[src/rtl/dbs_pkg.sv]
package dbs_pkg;

   typedef enum logic [1:0] {
      ST_IDLE = 2'd0,
      ST_ACT  = 2'd1,
      ST_PRE  = 2'd2
   } seq_state_t;

   // packed: bit 3 single leaf, bit 2 row hold, bit 1 burst-write refusal, bit 0 extend
   typedef struct packed {
      logic single;
      logic row_hold;
      logic no_bwr;
      logic ext;
   } cfg_flags_t;

   function automatic logic [1:0] first_wait(input logic ext);
      return ext ? 2'd3 : 2'd2;
   endfunction

   function automatic logic [1:0] next_gap(input logic single, input logic ext,
                                           input logic next_lsb);
      if (single) return ext ? 2'd2 : 2'd1;
      return (ext && !next_lsb) ? 2'd1 : 2'd0;
   endfunction

   function automatic logic [1:0] pre_len(input logic ext);
      return ext ? 2'd2 : 2'd1;
   endfunction

endpackage

[src/rtl/dbs_cfg_reg.sv]
module dbs_cfg_reg
   import dbs_pkg::*;
#(
   parameter int SIZE_W = 2,
   parameter int BASE_W = 6,
   localparam int CFG_W = 4 + SIZE_W + BASE_W
) (
   input  logic              clk,
   input  logic              rst_n,
   input  logic              idle,
   input  logic              we,
   input  logic [CFG_W-1:0]  wdata,
   input  logic [BASE_W-1:0] blk_addr,
   output cfg_flags_t        flags,
   output logic              hit
);

   logic [SIZE_W-1:0] size_q;
   logic [BASE_W-1:0] base_q;

   generate
      if (BASE_W < (1 << SIZE_W)) begin : g_bad_size
         $error("size code can exceed the decoded address range");
      end
   endgenerate

   always_ff @(posedge clk or negedge rst_n) begin
      if (!rst_n) begin
         flags  <= '0;
         size_q <= '0;
         base_q <= '0;
      end else if (we && idle) begin
         flags  <= cfg_flags_t'(wdata[3:0]);
         size_q <= wdata[4 +: SIZE_W];
         base_q <= wdata[4 + SIZE_W +: BASE_W];
      end
   end

   // bits below the block size are don't-care, so the base is aligned by construction
   always_comb begin
      hit = 1'b1;
      for (int i = 0; i < BASE_W; i++) begin
         if (i >= int'(size_q) && blk_addr[i] != base_q[i]) hit = 1'b0;
      end
   end

   assert_cfg_frozen_R10: assert property (@(posedge clk) disable iff (!rst_n)
      !idle |=> ($stable(flags) && $stable(size_q) && $stable(base_q)));

endmodule

[src/rtl/dbs_timing.sv]
module dbs_timing
   import dbs_pkg::*;
#(
   parameter int BURST_WORDS = 4,
   localparam int IDX_W = $clog2(BURST_WORDS)
) (
   input  logic             clk,
   input  logic             rst_n,
   input  logic             start,
   input  logic             burst,
   input  logic             split,
   input  logic             ext_in,
   input  logic             single_in,
   input  logic [IDX_W-1:0] start_word,
   output seq_state_t       state,
   output logic             rdy,
   output logic [IDX_W-1:0] word,
   output logic             act_single,
   output logic             bterm
);

   logic [1:0]       tmr;
   logic [IDX_W-1:0] cnt;
   logic             act_ext;
   logic             one_word;
   logic             last;

   assign rdy  = (state == ST_ACT) && (tmr == 2'd0);
   assign last = one_word || (cnt == IDX_W'(BURST_WORDS - 1));

   always_ff @(posedge clk or negedge rst_n) begin
      if (!rst_n) begin
         state      <= ST_IDLE;
         tmr        <= '0;
         cnt        <= '0;
         word       <= '0;
         act_ext    <= 1'b0;
         act_single <= 1'b0;
         one_word   <= 1'b0;
         bterm      <= 1'b0;
      end else begin
         bterm <= 1'b0;
         unique case (state)
            ST_IDLE: if (start) begin
               state      <= ST_ACT;
               tmr        <= first_wait(ext_in);
               cnt        <= '0;
               word       <= start_word;
               act_ext    <= ext_in;
               act_single <= single_in;
               one_word   <= !burst || split;
               bterm      <= split;
            end
            ST_ACT: begin
               if (tmr != 2'd0) begin
                  tmr <= tmr - 2'd1;
               end else if (last) begin
                  state <= ST_PRE;
                  tmr   <= pre_len(act_ext) - 2'd1;
               end else begin
                  cnt  <= cnt + 1'b1;
                  word <= word + 1'b1;
                  tmr  <= next_gap(act_single, act_ext, !cnt[0]);
               end
            end
            ST_PRE: begin
               if (tmr != 2'd0) tmr <= tmr - 2'd1;
               else             state <= ST_IDLE;
            end
            default: state <= ST_IDLE;
         endcase
      end
   end

   assert_split_one_word_R7: assert property (@(posedge clk) disable iff (!rst_n)
      (rdy && one_word) |=> (state == ST_PRE));

endmodule

[src/rtl/dbs_strobes.sv]
module dbs_strobes (
   input  logic       clk,
   input  logic       rst_n,
   input  logic       start,
   input  logic       row_hold,
   input  logic       act,
   input  logic       rdy,
   input  logic       single,
   input  logic       word_lsb,
   output logic [1:0] ras_n,
   output logic [1:0] cas_n,
   output logic       col_sel
);

   logic [1:0] rh_cnt;
   logic       leaf;

   assign leaf = single ? 1'b0 : word_lsb;

   generate
      for (genvar l = 0; l < 2; l++) begin : g_leaf
         if (l == 0) begin : g_primary
            assign ras_n[l] = !act;
         end else begin : g_secondary
            assign ras_n[l] = !(act && !single);
         end
         assign cas_n[l] = !(rdy && (leaf == 1'(l)));
      end
   endgenerate

   always_ff @(posedge clk or negedge rst_n) begin
      if (!rst_n)                      rh_cnt <= '0;
      else if (start)                  rh_cnt <= row_hold ? 2'd2 : 2'd1;
      else if (act && rh_cnt != 2'd0)  rh_cnt <= rh_cnt - 2'd1;
   end

   assign col_sel = act && (rh_cnt == 2'd0);

   assert_row_at_ras_fall_R8: assert property (@(posedge clk) disable iff (!rst_n)
      $fell(ras_n[0]) |-> !col_sel);

endmodule

[src/rtl/dram_burst_seq.sv]
module dram_burst_seq
   import dbs_pkg::*;
#(
   parameter int ADDR_W        = 24,
   parameter int MIN_BLK_SHIFT = 18,
   parameter int SIZE_W        = 2,
   parameter int WORD_BYTES    = 4,
   parameter int BURST_WORDS   = 4,
   localparam int OFF_W  = $clog2(WORD_BYTES),
   localparam int IDX_W  = $clog2(BURST_WORDS),
   localparam int BASE_W = ADDR_W - MIN_BLK_SHIFT,
   localparam int CFG_W  = 4 + SIZE_W + BASE_W
) (
   input  logic              clk,
   input  logic              rst_n,
   input  logic              cfg_we,
   input  logic [CFG_W-1:0]  cfg_wdata,
   input  logic              req,
   input  logic [ADDR_W-1:0] req_addr,
   input  logic              req_write,
   input  logic              req_burst,
   output logic              req_ack,
   output logic              rdy,
   output logic [IDX_W-1:0]  word_idx,
   output logic              ras_a_n,
   output logic              ras_b_n,
   output logic              cas_a_n,
   output logic              cas_b_n,
   output logic              col_sel,
   output logic              bterm
);

   generate
      if (BURST_WORDS < 2 || (BURST_WORDS & (BURST_WORDS - 1)) != 0) begin : g_bad_burst
         $error("burst length must be a power of two of at least 2");
      end
      if (MIN_BLK_SHIFT <= OFF_W + IDX_W) begin : g_bad_shift
         $error("smallest block must hold more than one line");
      end
   endgenerate

   cfg_flags_t flags;
   seq_state_t state;
   logic       hit, idle, split, act_single;
   logic [1:0] ras_n, cas_n;
   logic       addr_unused;

   assign addr_unused = ^{req_addr[MIN_BLK_SHIFT-1:OFF_W+IDX_W], req_addr[OFF_W-1:0]};
   assign idle    = (state == ST_IDLE);
   assign req_ack = idle && req && hit;
   assign split   = flags.no_bwr && req_write && req_burst;

   dbs_cfg_reg #(.SIZE_W(SIZE_W), .BASE_W(BASE_W)) u_cfg (
      .clk      (clk),
      .rst_n    (rst_n),
      .idle     (idle),
      .we       (cfg_we),
      .wdata    (cfg_wdata),
      .blk_addr (req_addr[ADDR_W-1:MIN_BLK_SHIFT]),
      .flags    (flags),
      .hit      (hit)
   );

   dbs_timing #(.BURST_WORDS(BURST_WORDS)) u_timing (
      .clk        (clk),
      .rst_n      (rst_n),
      .start      (req_ack),
      .burst      (req_burst),
      .split      (split),
      .ext_in     (flags.ext),
      .single_in  (flags.single),
      .start_word (req_addr[OFF_W +: IDX_W]),
      .state      (state),
      .rdy        (rdy),
      .word       (word_idx),
      .act_single (act_single),
      .bterm      (bterm)
   );

   dbs_strobes u_strobes (
      .clk      (clk),
      .rst_n    (rst_n),
      .start    (req_ack),
      .row_hold (flags.row_hold),
      .act      (state == ST_ACT),
      .rdy      (rdy),
      .single   (act_single),
      .word_lsb (word_idx[0]),
      .ras_n    (ras_n),
      .cas_n    (cas_n),
      .col_sel  (col_sel)
   );

   assign ras_a_n = ras_n[0];
   assign ras_b_n = ras_n[1];
   assign cas_a_n = cas_n[0];
   assign cas_b_n = cas_n[1];

   assert_leafb_quiet_R4: assert property (@(posedge clk) disable iff (!rst_n)
      act_single |-> (ras_b_n && cas_b_n));

   assert_cas_with_rdy_R5: assert property (@(posedge clk) disable iff (!rst_n)
      !(cas_a_n && cas_b_n) |-> rdy);

   assert_one_cas_R5: assert property (@(posedge clk) disable iff (!rst_n)
      $onehot0({~cas_a_n, ~cas_b_n}));

   assert_ras_high_in_pre_R6: assert property (@(posedge clk) disable iff (!rst_n)
      (state == ST_PRE) |-> (ras_a_n && ras_b_n));

   assert_no_ack_busy_R9: assert property (@(posedge clk) disable iff (!rst_n)
      (!idle && req) |-> !req_ack);

endmodule

[config.mk]
export PLATFORM = sky130hd
export DESIGN_NAME = dram_burst_seq
export DESIGN_NICKNAME = d
export VERILOG_FILES = /design/src/rtl/dbs_pkg.sv /design/src/rtl/dbs_cfg_reg.sv /design/src/rtl/dbs_timing.sv /design/src/rtl/dbs_strobes.sv /design/src/rtl/dram_burst_seq.sv
export SDC_FILE = /design/constraint.sdc
export NUM_CORES = 1
export LEC_CHECK = 0
export ABC_AREA = 0
export BUFFER_PORTS_ARGS = -buffer_cell sky130_fd_sc_hd__buf_4
export CAP_MARGIN = 20
export CORE_MARGIN = 2
export CORE_UTILIZATION = 40
export CTS_BUF_LIST = sky130_fd_sc_hd__clkbuf_4 sky130_fd_sc_hd__clkbuf_8
export CTS_CLUSTER_DIAMETER = 60
export DETAILED_ROUTE_END_ITERATION = 8
export HOLD_SLACK_MARGIN = 0.1
export PLACE_DENSITY = 0.66
export SLEW_MARGIN = 5
export SYNTH_ARGS = -nofsm -noshare
export SYNTH_HDL_FRONTEND = slang
export SYNTH_SLANG_ARGS = --single-unit
[constraint.sdc]
create_clock -name clk -period 4.8 [get_ports clk]
set_clock_uncertainty 0.05 [all_clocks]
set_input_delay 0.24 -clock clk [delete_from_list [all_inputs] [get_ports clk]]
set_output_delay 0.24 -clock clk [all_outputs]
set_load 0.02 [all_outputs]
==> results of run 1 <==
==> cells in the mapped netlist, types with 2 or more instances <==
library cell	number	area share (%)
a21oi_1	6	2.1
a221oi_2	2	2.1
buf_4	2	1.0
clkbuf_1	2	0.52
dfrtp_1	26	45
ha_1	8	6.9
inv_1	13	3.4
mux2_2	15	12
mux2i_1	5	3.5
nand2_1	7	1.8
nand2b_1	4	1.7
nand3_1	2	0.69
nor2_1	8	2.1
o21ai_0	6	2.1
xnor2_1	3	1.8
xor2_1	4	2.4
==> cell families (layout without fill, tap and decap cells) <==
| family | after synthesis | count (layout) | share of synthesized area (%) |
|---|---|---|---|
| buf+inv | 18 | 67 | 5.277 |
| simple gates | 27 | 27 | 9.950 |
| flops | 26 | 26 | 44.98 |
| mux | 21 | 21 | 15.92 |
| fa+ha+maj | 8 | 8 | 6.921 |
| xor+xnor | 7 | 7 | 4.239 |
| compound gates | 24 | 24 | 12.72 |
==> layout by cell type (no fill, tap or decap), types with 4 or more instances in the layout <==
master	count
a21oi_1	6
buf_4	35
dfrtp_1	26
dlygate4sd3_1	15
ha_1	8
inv_1	13
mux2_2	15
mux2i_1	5
nand2_1	7
nand2b_1	4
nor2_1	8
o21ai_0	6
xor2_1	4
==> stage by stage <==
stage          worst slack (ns)  area, sq um
2_1_floorplan             2.711         1446
3_3_place_gp              2.365         1739
3_5_place_dp              2.300         1739
4_1_cts                   2.276         1942
5_1_grt                   2.143         1942
6_report                  2.288         1942
==> layer usage <==
layer / vias up / wire length [microns] / global-route usage, %
met4: 0 / 14 / 3.191
met5: - / 0 / 0
met3: 2 / 132 / 2.289
met1: 533 / 1237 / 18.21
met2: 29 / 1427 / 27.08
li1: 545 / - / -
==> worst max-delay path: stages (launching register included) <==
cell and delay, ns:
dfrtp_1 0.44, inv_1 0.13, ha_1 0.41, nand2_2 0.11, nor4_4 0.32, o211ai_4 0.23
a221oi_2 0.37, mux2_1 0.35
==> registers in the layout (all words and copies together), names as in the netlist <==
signal	cells
u_cfg.base_q	6
u_cfg.flags	4
u_cfg.size_q	2
u_strobes.rh_cnt	2
u_timing.act_ext	1
u_timing.act_single	1
u_timing.bterm	1
u_timing.cnt	2
u_timing.one_word	1
u_timing.state	2
u_timing.tmr	2
u_timing.word	2
==> worst paths after layout <==
path                            depth (start not counted)                end
min in group asynchronous                               2   u_timing.word[1]
worst max register to register                          7  u_timing.state[0]
worst min register to register                          1  u_timing.one_word
max in group asynchronous                               2   u_timing.act_ext
worst min-delay path                                    3   u_timing.word[0]
worst max-delay path                                    7  u_timing.state[0]
==> where the power goes <==
group / switching [W] / total, W / leakage [nW] / internal [W]
clock: 0.0000636 / 0.000148 / 0.0279 / 0.0000844
combinational: 0.000304 / 0.000583 / 0.571 / 0.000279
sequential: 0.0000774 / 0.000401 / 0.314 / 0.000323
==> what timing repair did <==
item | 4_1_cts | 5_1_grt
gates resized for setup | 0 | 0
hold endpoints to repair | 39 | 0
hold buffers | 15 | 0
==> area by class of cell <==
cell class,count,area (sq um)
fillers,309,1474
multi-input cells,87,719.4
flip-flops and latches,26,650.6
repair buffers,50,412.9
well taps,46,57.56
inverters,13,48.80
clock inverters,1,30.03
clock buffers,3,22.52
==> run summary, run 1 <==
status: finished, final reports clean
Clk pin slew, worst setup/hold paths: 0.14 ns
router iterations before antenna repair: 4
vias per std cell: 4.907
Worst Tran Pin Value: 0.5103 ns
Worst R2R Start: u_timing.state[1]
IO Count: 52
Mapped Area: 0.001446 sq mm
Yosys reg bits: 26
worst skew pair latency: 0.31 ns
max-cap check violation count: 0
row count: 21
diode count: 0
routed len/inst: 12.44 microns
DRC viols: 0
layout cells sized above 1: 33.33%
total grt overflow: 0
number of synthesized flops with an enable pin: 0
CTS tree: built
die area: 0.004113 sq mm
Crit Path Class: reg -> reg
Yosys warning count: 0
setup TNS: 0 ns
DR iter-0 viols: 21
Synth Instances: 131
number of buffers created by CTS: 3
syn nets: 181
Slew headroom: 65.82%
PortBufs: 35
Worst setup SP type: flip-flop
NumNets Final: 231
hpwl dp: 2124 microns
worst hold start: req_addr[2]
initial antenna violation count: 0
dpl cells: 207
class of the worst hold path: in -> reg
Final Wtd Congestion: 0.7613
Overall Power: 0.001131 W
Core Util, Final: 56.85%
Mean Syn Cell Area: 11.04 sq um
WHS: 0.1753 ns
Final setup viols: 0
core area: 0.003416 sq mm
total setup buffers inserted after CTS: 0
final hold vios: 0
Die W: 64.13 microns
post-route minimum period: 2.512 ns
H-tree Lvls: 1
synth unique cells: 34
Post-Route WL: 2811 microns
crit-path max FO: 15
Peak Freq: 398.2 MHz
root buf cell: clkbuf_4
sequential area share after synthesis: 44.98%
vias in the first global route: 1132
Post-DRT Antenna Nets: 0
Initial Util: 42.34%
Cell Count, Final, Fillers Out: 226
area growth from synthesis to layout: 34.26%
IR drop worst, VDD: 0.0002746 V
RSZ-0062 raised after global routing: false
Vias: 1109
Leak Pwr: 0.9129 nW
CP endpoint kind: flip-flop
async set-reset flop share out of synthesis: 100.0%
first-pass GRT wire length: 4836 microns
largest net degree at the start of global routing: 27
die height: 64.13 microns
Top FF cell, synth: dfrtp_1
flop2flop setup slack: 2.29 ns
Final period util: 52.32%
WP data required: 4.97 ns
Total GRT Usage: 14.77%
Worst Setup SP: u_timing.state[1]
data arrival time of the worst path: 2.68 ns
Longest Clk Path Bufs: 2
Power Density: 582.6 mW/mm^2
CTS sink cnt: 26
Slew Viols, Final: 0
Power figures use the tool's default switching activity.
==> inputs of run 2 (changes only) <==
--- a/config.mk
+++ b/config.mk
@@ -5,7 +5,7 @@
 export SDC_FILE = /design/constraint.sdc
 export NUM_CORES = 1
 export LEC_CHECK = 0
-export ABC_AREA = 0
+export ABC_AREA = 1
 export BUFFER_PORTS_ARGS = -buffer_cell sky130_fd_sc_hd__buf_4
 export CAP_MARGIN = 20
 export CORE_MARGIN = 2
@@ -14,7 +14,7 @@
 export CTS_CLUSTER_DIAMETER = 60
 export DETAILED_ROUTE_END_ITERATION = 8
 export HOLD_SLACK_MARGIN = 0.1
-export PLACE_DENSITY = 0.66
+export PLACE_DENSITY = 0.65
 export SLEW_MARGIN = 5
 export SYNTH_ARGS = -nofsm -noshare
 export SYNTH_HDL_FRONTEND = slang
==> constraint.sdc (replaced) <==
create_clock -name clk -period 2.59 [get_ports clk]
set_clock_uncertainty 0.05 [all_clocks]
set_input_delay 0.1295 -clock clk [delete_from_list [all_inputs] [get_ports clk]]
set_output_delay 0.1295 -clock clk [all_outputs]
set_load 0.02 [all_outputs]
==> run summary, run 2 <==
Final Wtd Congestion: 0.8259 (+8.5%)
H-tree Lvls: 1 (unchanged)
RSZ-0062 raised after global routing: false
Synth top cells by count: nand2_1, inv_1, dfrtp_1
diode count: 0 (unchanged)
Worst Tran Pin Value: 0.6497 ns (+0.1394 ns)
total grt overflow: 0 (unchanged)
CTS tree: built
Top FF cell, synth: dfrtp_1
layout cells sized above 1: 21.20% (-12 points)
Slowest cell on crit path: dlygate4sd3_1
async set-reset flop share out of synthesis: 100.0% (unchanged)
number of synthesized flops with an enable pin: 0 (unchanged)
largest cells by area after synthesis: dfrtp_1, nand2_1, inv_1
Worst setup SP type: flip-flop
Mean Syn Cell Area: 7.526 sq um (-32%)
Register Area: 650.6 sq um (unchanged)
vias in the first global route: 1223 (+8.0%)
Total GRT Usage: 15.21% (+0.44 points)
die height: 65.19 microns (+1.7%)
data arrival time of the worst path: 2.45 ns (-0.23 ns)
CTS sink cnt: 26 (unchanged)
Post-DRT Antenna Nets: 0 (unchanged)
Fillers: 371 (+20%)
Initial Util: 41.22% (-1.1 points)
PortBufs: 35 (unchanged)
Hold Buf Count CTS: 15 (unchanged)
root buf cell: clkbuf_8
Mapped Area: 0.001498 sq mm (+3.5%)
worst slack, placed: 0.5983 ns (-1.702 ns)
worst path cell trace: inv_1 -> ha_1 -> nand2_1 -> a21oi_2 -> nand2_2 -> nor2_4 -> nand3_4 -> inv_1 -> nand2_1 -> nor2_1 -> dlygate4sd3_1
hpwl dp: 2078 microns (-2.1%)
DR iter-0 viols: 37 (+76%)
biggest regs: u_cfg.base_q (6), u_cfg.flags (4)
Slew headroom: 56.58% (-9.2 points)
Biggest register: u_cfg.base_q
area share of the leading cell type in the synthesized netlist: 43.44% (-1.5 points)
crit-path max FO: 9 (-6)
router iterations before antenna repair: 4 (unchanged)
multi-input logic area: 703.2 sq um (-2.3%)
Longest Clk Path Bufs: 2 (unchanged)
Final period util: 88.42% (+36 points)
Die W: 65.19 microns (+1.7%)
Slew Viols, Final: 0 (unchanged)
final worst slack: 0.3000 ns (-1.988 ns)
IO Count: 52 (unchanged)
IR drop worst, VDD: 0.0003980 V (+45%)
sequential area share after synthesis: 43.44% (-1.5 points)
Core Util, Final: 55.20% (-1.7 points)
Comb pwr share: 52.0% (+0.5 points)
Yosys reg bits: 26 (unchanged)
first-pass GRT wire length: 4981 microns (+3.0%)
Flop pwr share: 35.0% (-0.4 points)
worst skew pair latency: 0.27 ns (-0.04 ns)
most frequent cells in the layout: nand2_1, buf_4, inv_1
commonest non-fill, non-tap cell in the layout: nand2_1
Vias: 1310 (+18%)
Crit Path Class: reg -> reg
status: finished, final reports clean
Yosys top cell by area: dfrtp_1
setup TNS: 0 ns (unchanged)
row count: 22 (+4.8%)
die area: 0.004250 sq mm (+3.3%)
max-cap check violation count: 0 (unchanged)
WP data required: 2.75 ns (-2.22 ns)
routed len/inst: 9.695 microns (-22%)
syn nets: 249 (+38%)
internal power: 0.001158 W (+69%)
number of buffers created by CTS: 3 (unchanged)
Clk pin slew, worst setup/hold paths: 0.09 ns (-0.05 ns)
initial antenna violation count: 0 (unchanged)
NumNets Final: 301 (+30%)
post-route minimum period: 2.290 ns (-0.2216 ns)
Peak Freq: 436.7 MHz (+9.7%)
CP endpoint kind: flip-flop
largest net degree at the start of global routing: 27 (unchanged)
Post-CTS Resized: 0 (unchanged)
Synth Instances: 199 (+52%)
Power Density: 1018 mW/mm^2 (+75%)
Final setup viols: 0 (unchanged)
Post-Route WL: 2889 microns (+2.8%)
total setup buffers inserted after CTS: 0 (unchanged)
Overall Power: 0.002043 W (+81%)
final hold vios: 0 (unchanged)
Yosys warning count: 0 (unchanged)
class of the worst hold path: in -> reg
number of flip-flops in the largest register: 6 (unchanged)
Clock Power Share: 13.0% (about the same)
max incr delay on CP: 0.57 ns (+0.13 ns)
Sw Ratio: 43.33% (+4.0 points)
core area: 0.003633 sq mm (+6.4%)
DRC viols: 0 (unchanged)
switching power: 0.0008850 W (+99%)
area growth from synthesis to layout: 33.92%
synth unique cells: 21 (-38%)
vias per std cell: 4.396 (-10%)
Leak Pwr: 1.113 nW (+22%)
cell with the most instances after synthesis: nand2_1
[run 2: changes by cell type after synthesis, sizes merged, moves of 8 or more]
cell,before,now
nor2,8,18
nand3,2,15
a21oi,7,15
mux2,16,3
inv,13,31
nand2,8,67
[run 2: routing by layer]
metal / global-route usage, % / part of all wire, % / vias to the layer above
li1: - / - / 718
met3: 2.911 / 6.3 / 4
met2: 25.00 / 46 / 38
met4: 7.031 / 1.7 / 0
met5: 0 / 0 / -
met1: 19.32 / 46 / 550
[run 2: power by group through the flow]
stage                     combinational [W]  sequential (W)  clock [W]
after floorplan                    0.000822        0.000707          0
after global placement              0.00104        0.000722          0
after detailed placement            0.00106        0.000725          0
after CTS                           0.00108        0.000716   0.000276
after global routing                0.00123        0.000748   0.000293
final                               0.00106        0.000715   0.000265
[run 2: logic make-up after synthesis]
family / synth area share [%]
and+or+nand+nor: 29.49
buffers and inverters: 9.607
DFF: 43.44
AOI/OAI and AO/OA: 7.937
adders and majority gates: 6.684
muxes: 2.255
xor gates and xnor gates: 0.5849
[run 2: through the flow]
stage                     hold WS (ns)  instances  cell area [sq um]
after floorplan                -0.2161        199               1498
after global placement         0.01584        279               1800
after detailed placement       0.01813        279               1800
after CTS                       0.1257        298               2006
after global routing            0.1487        298               2006
final                           0.1244        298               2006
[run 2: worst max-delay path: cells and delay by family (launching register included)]
family / cells / cell delay [ns]
simple gates: 6 / 0.55
fa+ha+maj: 1 / 0.27
buf+inv: 3 / 0.82
compound gates: 1 / 0.12
flops: 1 / 0.42
[run 2: area by class of cell]
cell class,instances,area share (%)
timing repair buffer,51,20.96
tap,48,2.994
multi-input combinational,138,35.06
clock buffer,4,2.745
sequential,26,32.44
inverter,31,5.802
[run 2: path summary, 6_finish.rpt]
kind	end	start	slack [ns]	cells past startpoint
worst max-delay path	u_timing.bterm	u_timing.state[0]	0.30	11
worst min-delay path	u_timing.one_word	req_write	0.12	5
worst max register to register	u_timing.bterm	u_timing.state[0]	0.30	11
worst min register to register	u_timing.tmr[0]	u_timing.tmr[0]	0.42	2
max in group asynchronous	u_cfg.base_q[5]	rst_n	1.99	2
min in group asynchronous	u_timing.word[1]	rst_n	0.24	2
==> inputs of run 3 (changes only) <==
--- a/config.mk
+++ b/config.mk
@@ -5,16 +5,15 @@
 export SDC_FILE = /design/constraint.sdc
 export NUM_CORES = 1
 export LEC_CHECK = 0
-export ABC_AREA = 1
 export BUFFER_PORTS_ARGS = -buffer_cell sky130_fd_sc_hd__buf_4
 export CAP_MARGIN = 20
 export CORE_MARGIN = 2
-export CORE_UTILIZATION = 40
+export CORE_UTILIZATION = 45
 export CTS_BUF_LIST = sky130_fd_sc_hd__clkbuf_4 sky130_fd_sc_hd__clkbuf_8
 export CTS_CLUSTER_DIAMETER = 60
 export DETAILED_ROUTE_END_ITERATION = 8
 export HOLD_SLACK_MARGIN = 0.1
-export PLACE_DENSITY = 0.65
+export PLACE_DENSITY = 0.72
 export SLEW_MARGIN = 5
 export SYNTH_ARGS = -nofsm -noshare
 export SYNTH_HDL_FRONTEND = slang
==> run summary, run 3 (synthesized netlist as in run 1, its figures left out) <==
status: finished, final reports clean
row count: 20 (-9.1%)
largest net degree at the start of global routing: 27 (unchanged)
CP endpoint kind: flip-flop
Finished Cell Area: 0.001967 sq mm (-1.9%)
Clk pin slew, worst setup/hold paths: 0.14 ns (+0.05 ns)
Crit Path Class: reg -> reg
Total GRT Usage: 18.48% (+3.3 points)
diode count: 0 (unchanged)
H-tree Lvls: 1 (unchanged)
Hold Buf Count CTS: 17 (+2)
data arrival time of the worst path: 2.44 ns (about the same)
DR iter-0 viols: 49 (+32%)
Core Util, Final: 64.43% (+9.2 points)
Final setup viols: 0 (unchanged)
IR drop worst, VDD: 0.0005875 V (+48%)
worst skew pair latency: 0.32 ns (+0.05 ns)
Overall Power: 0.002127 W (+4.1%)
Post-CTS Resized: 0 (unchanged)
post-route minimum period: 2.274 ns (-0.01622 ns)
commonest non-fill, non-tap cell in the layout: buf_4
RSZ-0062 raised after global routing: false
Final period util: 87.79% (-0.63 points)
hpwl dp: 2111 microns (+1.6%)
placed instance area: 0.001744 sq mm (-3.1%)
CTS tree: built
Final Wtd Congestion: 0.7848 (-5.0%)
PortBufs: 35 (unchanged)
total grt overflow: 0 (unchanged)
final hold vios: 0 (unchanged)
Slew Viols, Final: 0 (unchanged)
Register Area: 650.6 sq um (unchanged)
Die W: 60.70 microns (-6.9%)
wl on met1: 1254 microns (-6.3%)
Worst setup SP type: flip-flop
number of buffers created by CTS: 3 (unchanged)
vias per std cell: 4.943 (+12%)
total setup buffers inserted after CTS: 0 (unchanged)
IO Count: 52 (unchanged)
Worst Tran Pin Value: 0.4998 ns (-0.1499 ns)
DRC viols: 0 (unchanged)
Longest Clk Path Bufs: 2 (unchanged)
Fillers: 255 (-31%)
initial antenna violation count: 0 (unchanged)
Biggest register: u_cfg.base_q
Slew headroom: 66.52% (+9.9 points)
Initial Util: 47.38% (+6.2 points)
max incr delay on CP: 0.43 ns (-0.14 ns)
crit-path max FO: 15 (+6)
Top Layer Used: met4
root buf cell: clkbuf_4
number of flip-flops in the largest register: 6 (unchanged)
max-cap check violation count: 0 (unchanged)
class of the worst hold path: in -> reg
Post-DRT Antenna Nets: 0 (unchanged)
multi-input logic area: 719.4 sq um (+2.3%)
die area: 0.003684 sq mm (-13%)
DR WL met2: 1518 microns (+15%)
biggest regs: u_cfg.base_q (6), u_cfg.flags (4)
Cell Count, Final, Fillers Out: 227 (-24%)
Post-Route WL: 2914 microns (+0.87%)
routed wl met3: 126 microns (-31%)
setup TNS: 0 ns (unchanged)
vias in the first global route: 1166 (-4.7%)
Vias: 1122 (-14%)
first-pass GRT wire length: 5050 microns (+1.4%)
layout cells sized above 1: 33.33% (+12 points)
Slowest cell on crit path: dfrtp_1
core area: 0.003053 sq mm (-16%)
NumNets Final: 234 (-22%)
most frequent cells in the layout: buf_4, dfrtp_1, dlygate4sd3_1
Peak Freq: 439.8 MHz (+0.71%)
area growth from synthesis to layout: 35.99%
Leak Pwr: 0.9261 nW (-17%)
routed len/inst: 12.84 microns (+32%)
dpl cells: 206 (-26%)
die height: 60.70 microns (-6.9%)
Power Density: 1081 mW/mm^2 (+6.2%)
router iterations before antenna repair: 3 (-1)
CTS sink cnt: 26 (unchanged)
WP data required: 2.75 ns (about the same)
worst path cell trace: inv_1 -> ha_1 -> nand2_2 -> nor4_4 -> o211ai_4 -> a221oi_2 -> mux2_1
[run 3: worst paths after layout]
check	depth (start not counted)	endpoint	start	slack, ns
max in group asynchronous	2	u_timing.act_single	rst_n	2.05
setup reg to reg	7	u_timing.state[0]	u_timing.state[1]	0.32
hold reg to reg	1	u_timing.one_word	u_timing.one_word	0.45
hold / removal	4	u_timing.word[1]	req_addr[3]	0.12
setup / recovery	7	u_timing.state[0]	u_timing.state[1]	0.32
min in group asynchronous	2	u_timing.word[1]	rst_n	0.18
[run 3: area by class of cell]
class                      instances  share of cell area, %
clock buffer                       3                  1.145
clock inverter                     1                  1.527
inverter                          13                  2.481
multi-input combinational         87                  36.58
sequential                        26                  33.08
tap                               44                  2.799
timing repair buffer              53                  22.39
[run 3: power by group]
part           internal, W  switching [W]  total (W)
clock             0.000156       0.000120   0.000276
combinational     0.000531       0.000573    0.00110
sequential        0.000599       0.000148   0.000746
total              0.00129       0.000840    0.00213
[run 3: worst max-delay path, delay by kind of cell, from the launching register on]
family                     cells  cell delay [ns]
AOI/OAI and AO/OA              2             0.60
DFF                            1             0.43
and+or+nand+nor                2             0.40
muxes                          1             0.36
adders and majority gates      1             0.20
buffers and inverters          1             0.12
[run 3: per-layer routing]
layer  up-vias  GRT usage, %
li1        548             -
met1       544         22.94
met2        28         33.33
met3         2         2.559
met4         0         5.590
met5         -             0
[run 3: stage by stage]
stage / setup slack (ns) / hold WS [ns]
after floorplan: 0.5013 / -0.2161
final: 0.3163 / 0.1192
after global routing: 0.1410 / 0.1377
after CTS: 0.2856 / 0.1166
after global placement: 0.3695 / 0.006551
after detailed placement: 0.3147 / 0.009219
